### config.mk
export PLATFORM = sky130hd
export DESIGN_NAME = minsum_pe
export DESIGN_NICKNAME = d
export VERILOG_FILES = /design/src/rtl/minsum_pkg.sv /design/src/rtl/sm2tc.sv /design/src/rtl/tc2sm.sv /design/src/rtl/fg_cmpsel.sv /design/src/rtl/g_addsub.sv /design/src/rtl/minsum_pe.sv
export SDC_FILE = /design/constraint.sdc
export NUM_CORES = 1
export LEC_CHECK = 0
export BUFFER_PORTS_ARGS = -buffer_cell sky130_fd_sc_hd__buf_2
export CAP_MARGIN = 10
export CORE_ASPECT_RATIO = 0.75
export CORE_MARGIN = 3
export CORE_UTILIZATION = 54
export CTS_BUF_LIST = sky130_fd_sc_hd__clkbuf_4
export DETAILED_ROUTE_END_ITERATION = 8
export PLACE_DENSITY_LB_ADDON = 0.25
export SLEW_MARGIN = 20
export SYNTH_ARGS = -nofsm -noshare
export SYNTH_HDL_FRONTEND = slang
export SYNTH_HIERARCHICAL = 1
export SYNTH_SLANG_ARGS = --single-unit
### constraint.sdc
create_clock -name clk -period 0.8 [get_ports clk]
set_clock_uncertainty 0.15 [all_clocks]
set_input_delay 0.16 -clock clk [delete_from_list [all_inputs] [get_ports clk]]
set_output_delay 0.16 -clock clk [all_outputs]
set_load 0.02 [all_outputs]
### src/rtl/minsum_pkg.sv
package minsum_pkg;
  typedef enum logic {
    PE_CHECK = 1'b0,
    PE_VAR   = 1'b1
  } pe_mode_e;
endpackage

### src/rtl/sm2tc.sv
module sm2tc #(
  parameter int W = 5
) (
  input  logic [W-1:0]        sm,
  output logic signed [W-1:0] tc
);
  localparam int MW = W - 1;

  function automatic logic signed [W-1:0] to_tc(input logic [W-1:0] v);
    logic signed [W-1:0] m;
    m = $signed({1'b0, v[MW-1:0]});
    return v[W-1] ? -m : m;
  endfunction

  always_comb begin
    tc = to_tc(sm);

    if (sm[MW-1:0] == '0) begin
      negzero_in_chk: assert (tc == '0);
    end
  end
endmodule

### src/rtl/tc2sm.sv
module tc2sm #(
  parameter int W = 5
) (
  input  logic signed [W:0] v,
  output logic [W-1:0]      sm
);
  localparam int MW = W - 1;
  localparam int MAXM = (1 << MW) - 1;
  localparam logic signed [W:0] POS_LIM = MAXM[W:0];
  localparam logic signed [W:0] NEG_LIM = -POS_LIM;

  function automatic logic [W-1:0] to_sm(input logic signed [W:0] x);
    logic signed [W:0] a;
    logic [MW-1:0]     m;
    if (x > POS_LIM)      m = MAXM[MW-1:0];
    else if (x < NEG_LIM) m = MAXM[MW-1:0];
    else begin
      a = (x < 0) ? -x : x;
      m = a[MW-1:0];
    end
    return {(x < 0) && (m != '0), m};
  endfunction

  always_comb begin
    sm = to_sm(v);

    if (v > POS_LIM || v < NEG_LIM) begin
      sat_clamp_chk: assert (sm[MW-1:0] == MAXM[MW-1:0] && sm[W-1] == v[W]);
    end
  end
endmodule

### src/rtl/fg_cmpsel.sv
module fg_cmpsel #(
  parameter int W = 5
) (
  input  logic [W-1:0] a,
  input  logic [W-1:0] b,
  output logic [W-1:0] f
);
  localparam int MW = W - 1;

  logic [MW-1:0] mag_a, mag_b, mag_min;
  logic          a_smaller;

  assign mag_a     = a[MW-1:0];
  assign mag_b     = b[MW-1:0];
  assign a_smaller = mag_a < mag_b;
  assign mag_min   = a_smaller ? mag_a : mag_b;

  function automatic logic f_sign(input logic sa, input logic sb,
                                  input logic [MW-1:0] m);
    return (m != '0) && (sa ^ sb);
  endfunction

  assign f = {f_sign(a[W-1], b[W-1], mag_min), mag_min};

  always_comb begin

    f_min_chk: assert (f[MW-1:0] <= mag_a && f[MW-1:0] <= mag_b);
  end
endmodule

### src/rtl/g_addsub.sv
module g_addsub #(
  parameter int W = 5
) (
  input  logic signed [W-1:0] a_tc,
  input  logic signed [W-1:0] b_tc,
  input  logic                psum,
  output logic [W-1:0]        g
);
  logic signed [W:0] sum_w, dif_w;
  logic [W-1:0]      sum_sm, dif_sm;

  assign sum_w = {b_tc[W-1], b_tc} + {a_tc[W-1], a_tc};
  assign dif_w = {b_tc[W-1], b_tc} - {a_tc[W-1], a_tc};

  tc2sm #(.W(W)) u_sum (.v(sum_w), .sm(sum_sm));
  tc2sm #(.W(W)) u_dif (.v(dif_w), .sm(dif_sm));

  assign g = psum ? dif_sm : sum_sm;
endmodule

### src/rtl/minsum_pe.sv
module minsum_pe
  import minsum_pkg::*;
#(
  parameter int W = 5
) (
  input  logic         clk,
  input  logic         rst_n,
  input  logic [W-1:0] llr_a,
  input  logic [W-1:0] llr_b,
  input  logic         psum,
  input  logic         sel_g,
  output logic [W-1:0] out_llr
);
  localparam int MW = W - 1;
  localparam int NIN = 2;

  logic [W-1:0]        sm_in [NIN];
  logic signed [W-1:0] tc_in [NIN];
  logic [W-1:0]        f_res, g_res, nxt;
  pe_mode_e            mode;

  assign sm_in[0] = llr_a;
  assign sm_in[1] = llr_b;
  assign mode     = pe_mode_e'(sel_g);

  for (genvar i = 0; i < NIN; i++) begin : g_conv
    sm2tc #(.W(W)) u_cv (.sm(sm_in[i]), .tc(tc_in[i]));
  end

  fg_cmpsel #(.W(W)) u_f (.a(llr_a), .b(llr_b), .f(f_res));

  g_addsub #(.W(W)) u_g (
    .a_tc(tc_in[0]), .b_tc(tc_in[1]), .psum(psum), .g(g_res)
  );

  assign nxt = (mode == PE_VAR) ? g_res : f_res;

  always_ff @(posedge clk or negedge rst_n) begin
    if (!rst_n) out_llr <= '0;
    else        out_llr <= nxt;
  end


  no_negzero_chk: assert property (@(posedge clk) disable iff (!rst_n)
    !(out_llr[W-1] && out_llr[MW-1:0] == '0));


  f_sign_chk: assert property (@(posedge clk) disable iff (!rst_n)
    (!sel_g && llr_a[MW-1:0] != '0 && llr_b[MW-1:0] != '0)
      |=> out_llr[W-1] == ($past(llr_a[W-1]) ^ $past(llr_b[W-1])));


  g_pos_chk: assert property (@(posedge clk) disable iff (!rst_n)
    (sel_g && !psum && !llr_a[W-1] && !llr_b[W-1]) |=> !out_llr[W-1]);


  g_cancel_chk: assert property (@(posedge clk) disable iff (!rst_n)
    (sel_g && psum && llr_a == llr_b) |=> out_llr == '0);


  f_le_chk: assert property (@(posedge clk) disable iff (!rst_n)
    (!sel_g) |=> (out_llr[MW-1:0] <= $past(llr_a[MW-1:0]) &&
                  out_llr[MW-1:0] <= $past(llr_b[MW-1:0])));
endmodule

==> metrics.cfg, run 1 <==
[synth]
synth_flop_cell = dfrtp_1
yosysWarnings = 6
async_reset_ff_share_pct = 100
synth_compound_area_share_pct = 18.8
synth_top_family_by_area = adder cells
syn_inst = 165
synth_nets = 200
yosys-mux-area-fraction_pct = 11.3
synth_area_um2 = 1290
synth-xor-area-share_pct = 8.83
synth-edff-count = 0
syn_area_per_cell_um2 = 7.82
yosysTopAreaCell = ha_1
ys_types = 38
synth_area_leaders = ha_1 (18%), mux2_2 (11%), dfrtp_1 (9.7%)
synth_top_area_share_pct = 18.4
synthAdderAreaFrac_pct = 21.5
ys_seq_area_share_pct = 9.70
synth-simple-area-share_pct = 19.6
ys_seq_elements = 5

[floorplanning]
rows = 14
die_x_um = 62.4
fp.dieH_um = 48.3
io_pins = 19
initial_core_util_pct = 60.4

[place]
port_buffers = 18
gp_congestion = 0.871
hpwl_mm = 3.40

[clock_network]
clockBufferDepth = 2
htree_levels = 1
clkSinkCount = 5
cts_buffers = 3
cts-resized-gates = 57
postCtsSetupRepairBufs = 4
clock-root-buffer = clkbuf_4
holdBufCountCts = 1

[status]
outcome = stopped before the end
error = [ERROR DPL-0033] detailed placement checks failed during check placement.
flow.stopped_at = clock tree synthesis

cells in the mapped netlist (2+ instances only):
master and n:
nor3_1 3, nand2_1 11, dfrtp_1 5, nand2b_1 5, nor2b_1 3, inv_1 27
nor3b_1 2, buf_4 2, o31ai_2 4, xor2_1 6, or2_2 2, fa_1 2
xnor2_1 7, o21ai_0 7, a31oi_1 6, or2b_1 4, mux2_2 13, a21oi_1 5
a21boi_0 2, ha_1 19, nor2_1 13
cells by family after synthesis:
family	Yosys count
adders and majority gates	21
and+or+nand+nor	48
buffers and inverters	31
DFF	5
AOI/OAI and AO/OA	34
xor gates and xnor gates	13
muxes	13
stage by stage:
stage / setup WS, ns / setup TNS (ns) / instance area, µm² / util, % / std cells
detailed placement: -2.64 / -12.71 / 1760 / 82.3 / 246
global placement: -2.50 / -12.11 / 1760 / 82.3 / 246
floorplan: -2.15 / -10.50 / 1400 / - / 165
==> inputs of run 2 (changes only) <==
- CORE_AREA: default -> 3 3 64 66
- CORE_ASPECT_RATIO: 0.75 -> default
- CORE_MARGIN: 3 -> default
- CORE_UTILIZATION: 54 -> default
- CTS_BUF_LIST: sky130_fd_sc_hd__clkbuf_4 -> default
- DIE_AREA: default -> 0 0 67 69
- PLACE_DENSITY_LB_ADDON: 0.25 -> 0.15
- clock period: 0.8 -> 1 ns (I/O delays scaled with it)
==> metrics.cfg, run 2 <==
[drt]
via_per_inst = 4.82
drt_first_pass_iters = 4
via_count = 1340
dr.first_iter.drc_count = 53
wl_per_cell_um = 13.5
route.detailed.drc = 0
postRouteAntennaNets = 0
finalWirelength_mm = 3.74

[synth]
ys_seq_area_share_pct = 9.70
synth_area_um2 = 1290
yosysWarnings = 6
synth-xor-area-share_pct = 8.83
syn_inst = 165
synth-edff-count = 0
async_reset_ff_share_pct = 100
synth_flop_cell = dfrtp_1
synth-simple-area-share_pct = 19.6
syn_area_per_cell_um2 = 7.82
synth_top_family_by_area = adder cells
ys_seq_elements = 5
yosysTopAreaCell = ha_1
synthAdderAreaFrac_pct = 21.5
ys_types = 38
yosysMostFrequentCell = inv_1
synth_area_leaders = ha_1 (18%), mux2_2 (11%), dfrtp_1 (9.7%)
yosys-mux-area-fraction_pct = 11.3
synth_nets = 200
synth_compound_area_share_pct = 18.8
synthTopCellsByCount = inv_1 (27), ha_1 (19), mux2_2 (13), nor2_1 (13), nand2_1 (11)
synth_top_area_share_pct = 18.4

[setup_path]
cp-startpoint = llr_a[1]
crit_path_end = out_llr[3]
end_kind = register
criticalPathCategory = in2reg
worstPathRequired_ns = 0.95
critPathMaxFanout = 4
worst-endpoint-arrival_ns = 2.74
startpoint_type = primary input

[floorplanning]
dieArea_um2 = 4620
fp.dieH_um = 69
core-area_um2 = 3630
die_x_um = 67
rows = 22
io_pins = 19
initial_core_util_pct = 35.5

[status]
outcome = complete, but fails checks
failed_checks = negative setup slack

[finish]
diodes = 0
multi_input_area_um2 = 1410
layout_commonest_cell = buf_4
drive_above_1_share_pct = 61.7
syn2layout_area_growth_pct = 76.9
fin_util_pct = 62.8
seq_area_um2 = 125
largest_reg_flops = 5
top_regs = out_llr x5
top_register = out_llr
layout_common_cells = buf_4 (44), inv_1 (19), ha_1 (13)
fillCellCount = 317
nNetsFinal = 266

[hold_path]
hold_class = in2async

[timing]
fin_hold_ws_ns = 0.182
tightest_slew_ns = 0.549
fin_crit_ns = 2.79
finalMaxSlewViolations = 0
rsz0062_at_grt = true
period_share_pct = 279
slew_headroom_pct = 63.3
final-hold-violation-count = 0
setup_slack_ns = -1.79
fmax_mhz = 358
setup_viol = 10

[place]
gp_congestion = 0.838
port_buffers = 18
place_ws_ns = -2.28
hpwl_mm = 2.88

[clock_network]
htree_levels = 1
cts_tree = done
clock-root-buffer = clkbuf_8
clkSinkCount = 5
clockBufferDepth = 2
cts_buffers = 3
clkTransAtPathRegs_ns = 0.04

[job]
cap_violations = 0

[global_route]
grt_overflow = 0
grt_pass1_wl_mm = 6.54
grt_max_degree = 9
antenna_found_initial = 0
track_usage_pct = 17.6
grt_pass1_vias = 1483

[power_and_ir_drop]
p_total_w = 0.00316
vdd_drop_max_mv = 0.508
leakagePower_nw = 1.08
p_per_area_nw_per_um2 = 1380

## run 2: cell counts after synthesis
No cell type changed its count.
## run 2: kinds of logic (layout without fill, tap and decap cells)
group	count (synthesis)	in the layout
xor+xnor	13	13
flops	5	5
mux	13	13
buf+inv	31	96
compound gates	34	34
fa+ha+maj	21	21
simple gates	48	48
## run 2: worst min path at each step
stage                from          to  slack [ns]  cells after the start
detailed placement  rst_n  out_llr[3]       -0.13                      1
CTS                 rst_n  out_llr[2]        0.18                      2
finish              rst_n  out_llr[2]        0.18                      2
global route        rst_n  out_llr[2]        0.20                      2
global placement    rst_n  out_llr[1]       -0.14                      1
floorplan           rst_n  out_llr[0]       -0.25                      0
## run 2: layer usage
layer	global-route usage (%)	routed length, µm
met4	2.03	11
met3	1.47	77
met2	32.5	2010
met1	22.2	1650
met5	0	0
## run 2: worst max-delay path, cell delays in order
cell      delay, ns
buf_12         0.09
inv_12         0.03
ha_4           0.14
nand2b_4       0.14
xnor2_2        0.15
inv_2          0.06
ha_4           0.25
or3b_4         0.39
a31oi_4        0.21
o41ai_4        0.11
o31ai_2        0.08
xor2_1         0.25
nand2_1        0.10
mux2_4         0.28
mux2_4         0.26
## run 2: power by group
group / leakage [nW] / internal, W / switching (W)
logic: 1.00 / 0.00132 / 0.00119
registers: 0.0560 / 0.000258 / 0.0000274
clock network: 0.0228 / 0.000274 / 0.0000988
## run 2: repair_timing
item	in CTS	in global routing
gates resized for setup	66	20
hold endpoints to repair	5	0
setup buffers	7	2
hold buffers	1	0
endpoints found under the setup margin	10	10
pin swaps	27	12
## run 2: metrics by stage
stage,instances,cell area (µm²),setup TNS [ns]
after global routing,278,2280,-9.77
after global placement,264,1790,-11.17
after detailed placement,264,1790,-11.30
after CTS,276,2190,-9.22
after floorplan,165,1400,-9.70
final,278,2280,-9.18
## run 2: final cells by class
cell class                      count  share of cell area (%)
Sequential cell                     5                    5.48
Timing Repair Buffer               65                    22.9
Clock buffer                        4                    1.97
Multi-Input combinational cell    129                    61.8
Tap cell                           48                    2.63
Inverter                           27                    5.21
(Power assumes the default switching activity.)
==> inputs of run 3 (changes only) <==
- SYNTH_HIERARCHICAL: 1 -> default
==> metrics.cfg, run 3 <==
[clock_network]
cts_tree = done
clkTransAtPathRegs_ns = 0.03
clock-root-buffer = clkbuf_8
htree_levels = 1
cts_buffers = 3
clockBufferDepth = 2
clkSinkCount = 5

[timing]
slew_headroom_pct = 74.3
period_share_pct = 270
rsz0062_at_grt = true
fin_crit_ns = 2.70
finalMaxSlewViolations = 0
fmax_mhz = 371
final-hold-violation-count = 0
tightest_slew_ns = 0.383
setup_viol = 10
setup_slack_ns = -1.70
finalSetupTns_ns = -8.15

[power_and_ir_drop]
p_total_w = 0.00338
leakagePower_nw = 1.10
vdd_drop_max_mv = 0.633
p_per_area_nw_per_um2 = 1350

[synth]
synth_top_area_share_pct = 18.5
async_reset_ff_share_pct = 100
synth_flop_cell = dfrtp_1
synth_area_um2 = 1350
ys_seq_area_share_pct = 9.26
yosysTopAreaCell = ha_1
ys_seq_elements = 5
synthTopCellsByCount = ha_1 (20), inv_1 (16), nand2_1 (12), nor2_1 (12), o21ai_0 (11)
syn_area_per_cell_um2 = 7.63
synth_nets = 213
yosysWarnings = 0
yosysMostFrequentCell = ha_1
syn_inst = 177
synth_area_leaders = ha_1 (19%), dfrtp_1 (9.3%), xnor2_1 (5.8%)
synth-edff-count = 0
ys_types = 48

[floorplanning]
io_pins = 19
core-area_um2 = 3630
die_x_um = 67
dieArea_um2 = 4620
rows = 22
initial_core_util_pct = 37.2
fp.dieH_um = 69

[finish]
syn2layout_area_growth_pct = 85.0
fin_util_pct = 68.8
top_regs = out_llr x5
nNetsFinal = 297
diodes = 0
fillCellCount = 301
drive_above_1_share_pct = 57.7
instances_no_fill = 308
layout_common_cells = buf_4 (63), ha_1 (12), nor2_1 (10)
largest_reg_flops = 5
top_register = out_llr
layout_commonest_cell = buf_4

[global_route]
grt_max_degree = 10
track_usage_pct = 20.4
antenna_found_initial = 0
grt_overflow = 0
grt_pass1_vias = 1717
grt_pass1_wl_mm = 7.56

[place]
place_inst = 297
hpwl_mm = 3.69
port_buffers = 18
gp_congestion = 0.899

[status]
failed_checks = negative setup slack
outcome = complete, but fails checks

[setup_path]
end_kind = register
worst-endpoint-arrival_ns = 2.62
crit_path_max_incr_delay_ns = 0.59
cp_cell_sequence = buf_8 > inv_4 > ha_4 > nand2_4 > o21ai_4 > buf_6 > fa_2 > ha_4 > and4_1 > or4b_4 > a2111oi_4 > o311ai_1
critPathMaxFanout = 6
worstPathRequired_ns = 0.92
cp_common_cell = ha_4
criticalPathCategory = in2reg
startpoint_type = primary input
crit_path_top_delay_cell = or4b_4

[drt]
via_count = 1638
finalWirelength_mm = 4.69
route.detailed.drc = 0
drt_first_pass_iters = 4
postRouteAntennaNets = 0
dr.first_iter.drc_count = 58
wl_per_cell_um = 15.2
via_per_inst = 5.32

[hold_path]
hold_class = in2async

[job]
cap_violations = 0

run 3: worst max-delay path by stage:
stage	end	depth (start not counted)	slack, ns	startpoint
finish	out_llr[4]	12	-1.70	llr_a[1]
global route	out_llr[4]	12	-1.74	llr_a[1]
CTS	out_llr[4]	12	-1.66	llr_a[1]
detailed placement	out_llr[4]	13	-2.11	llr_a[0]
global placement	out_llr[4]	13	-2.10	llr_a[1]
floorplan	out_llr[4]	12	-1.69	llr_b[1]
run 3: cell families (layout without fill, tap and decap cells):
group           count (synthesis)  in the layout  share of synthesized area, %
compound gates                 56             56                          29.5
xor+xnor                       15             15                          9.72
fa+ha+maj                      22             22                          21.5
buf+inv                        21            104                          6.20
flops                           5              5                          9.26
mux                             5              5                          3.80
simple gates                   53             53                          20.0
run 3: critical path, delay by kind of cell:
family	cells	cell delay (ns)
adder cells (fa/ha/maj)	3	0.90
AND/OR/NAND/NOR	3	0.80
buffers and inverters	3	0.29
AO/OA/AOI/OAI	3	0.43
run 3: area by class of cell:
cell class | count | area [µm²] | share of cell area (%)
Clock buffer | 4 | 45.0 | 1.80
Inverter | 17 | 93.8 | 3.75
Multi-Input combinational cell | 151 | 1530 | 61.3
Sequential cell | 5 | 125 | 5.01
Tap cell | 48 | 60.1 | 2.40
Timing Repair Buffer | 83 | 644 | 25.8
run 3: stage by stage:
step / hold slack [ns] / area, µm² / setup WS (ns)
after floorplan: -0.246 / 1440 / -1.69
after global routing: 0.209 / 2500 / -1.74
after detailed placement: -0.131 / 2000 / -2.11
after CTS: 0.181 / 2330 / -1.66
final: 0.181 / 2500 / -1.70
after global placement: -0.133 / 2000 / -2.10
run 3: timing repair:
action,CTS,global route
pin swaps,13,11
gates cloned,0,0
setup endpoints to repair,10,10
hold buffers,1,0
resized for setup,52,34
endpoints found under the hold margin,5,0
setup buffers,4,2
run 3: where the power goes:
part	switching, W	internal (W)
sequential	0.0000194	0.000249
clock	0.0000934	0.000273
combinational	0.00139	0.00136
run 3: routing by layer:
layer | wire length (µm) | vias to the layer above | GRT usage [%] | share of wire [%]
li1 | - | 807 | - | -
met2 | 2510 | 41 | 37.1 | 54
met1 | 1920 | 784 | 24.9 | 41
met4 | 34 | 0 | 4.50 | 0.73
met3 | 217 | 6 | 2.12 | 4.6
met5 | 0 | - | 0 | 0
==> inputs of run 4 (changes only) <==
- PLACE_DENSITY: default -> 0.66
- PLACE_DENSITY_LB_ADDON: 0.15 -> default
==> metrics.cfg, run 4 (same netlist as run 3, synthesis figures left out) <==
[status]
outcome = complete, but fails checks
failed_checks = negative setup slack

[place]
place_ws_ns = -2.06
gp_congestion = 0.937
port_buffers = 18
hpwl_mm = 3.35

[global_route]
track_usage_pct = 18.3
grt_max_degree = 10
grt_pass1_vias = 1625
antenna_found_initial = 0
grt_overflow = 0
grt_pass1_wl_mm = 6.87

[drt]
finalWirelength_mm = 4.36
postRouteAntennaNets = 0
wl_per_cell_um = 14.2
route.detailed.drc = 0
drt_first_pass_iters = 4
via_per_inst = 5.21
via_count = 1594
dr.first_iter.drc_count = 78

[finish]
syn2layout_area_growth_pct = 80.9
diodes = 0
top_register = out_llr
fillCellCount = 307
drive_above_1_share_pct = 53.5
layout_common_cells = buf_4 (58), ha_1 (14), nor2_1 (12)
multi_input_area_um2 = 1470
top_regs = out_llr x5
seq_area_um2 = 125
largest_reg_flops = 5
layout_commonest_cell = buf_4
nNetsFinal = 295

[clock_network]
htree_levels = 1
clock-root-buffer = clkbuf_8
cts_buffers = 3
clkSinkCount = 5
cts_tree = done
clkTransAtPathRegs_ns = 0.03
clockBufferDepth = 2

[floorplanning]
io_pins = 19
rows = 22
die_x_um = 67
core-area_um2 = 3630
fp.dieH_um = 69
dieArea_um2 = 4620
initial_core_util_pct = 37.2

[power_and_ir_drop]
vdd_drop_max_mv = 0.460
leakagePower_nw = 1.10
p_per_area_nw_per_um2 = 1380
p_total_w = 0.00337

[timing]
fmax_mhz = 376
setup_viol = 10
setup_slack_ns = -1.66
period_share_pct = 266
final-hold-violation-count = 0
slew_headroom_pct = 71.9
fin_crit_ns = 2.66
finalMaxSlewViolations = 0
rsz0062_at_grt = true
tightest_slew_ns = 0.417

[setup_path]
criticalPathCategory = in2reg
worst-endpoint-arrival_ns = 2.57
end_kind = register
worstPathRequired_ns = 0.92
startpoint_type = primary input
critPathMaxFanout = 3

[hold_path]
hold_class = in2async

[job]
cap_violations = 0

## run 4: worst paths after layout
kind	endpoint	from	slack (ns)	cells past startpoint
worst max-delay path	out_llr[4]	llr_a[1]	-1.66	13
worst min-delay path	out_llr[0]	rst_n	0.18	2
max in group asynchronous	out_llr[2]	rst_n	0.40	2
min in group clk	out_llr[4]	psum	0.21	4
## run 4: stage by stage
stage | TNS (ns) | instances | area, µm² | hold WS, ns | util (%)
floorplan | -8.06 | 177 | 1440 | -0.246 | -
global placement | -9.67 | 293 | 1970 | -0.135 | 54.3
detailed placement | -9.92 | 293 | 1970 | -0.131 | 54.3
CTS | -8.45 | 303 | 2200 | 0.176 | 60.5
global route | -8.89 | 306 | 2440 | 0.201 | 67.3
finish | -8.33 | 306 | 2440 | 0.176 | 67.3
## run 4: area by class of cell
type | count | share of cell area [%]
multi-input combinational | 151 | 60.0
sequential | 5 | 5.12
inverter | 17 | 3.84
tap | 48 | 2.46
clock buffer | 4 | 1.84
timing repair buffer | 81 | 26.7
## run 4: power breakdown
group,internal (W),switching (W)
Combinational,0.00141,0.00133
Clock,0.000273,0.0000899
Sequential,0.000249,0.0000213
## run 4: critical path: stages
cell and delay [ns]:
buf_8 0.08, inv_4 0.03, ha_4 0.26, nand2_4 0.04, o21ai_4 0.07, buf_6 0.13
fa_2 0.47, ha_4 0.18, nand2_2 0.05, a211oi_2 0.06, or4b_4 0.58, a2111oi_4 0.26
o311ai_2 0.14
## run 4: per-layer routing
| metal | global-route usage (%) | wire length, µm | up-vias |
|---|---|---|---|
| met5 | 0 | 0 | - |
| li1 | - | - | 806 |
| met4 | 5.18 | 76 | 0 |
| met2 | 31.9 | 2340 | 40 |
| met3 | 1.95 | 149 | 8 |
| met1 | 23.1 | 1800 | 740 |
## run 4: repair_timing
item | CTS | global route
pin swaps | 10 | 18
buffers inserted | 5 | 3
gates resized for setup | 39 | 39
hold buffers | 1 | 0
hold endpoints to repair | 5 | 0
endpoints found under the setup margin | 10 | 10
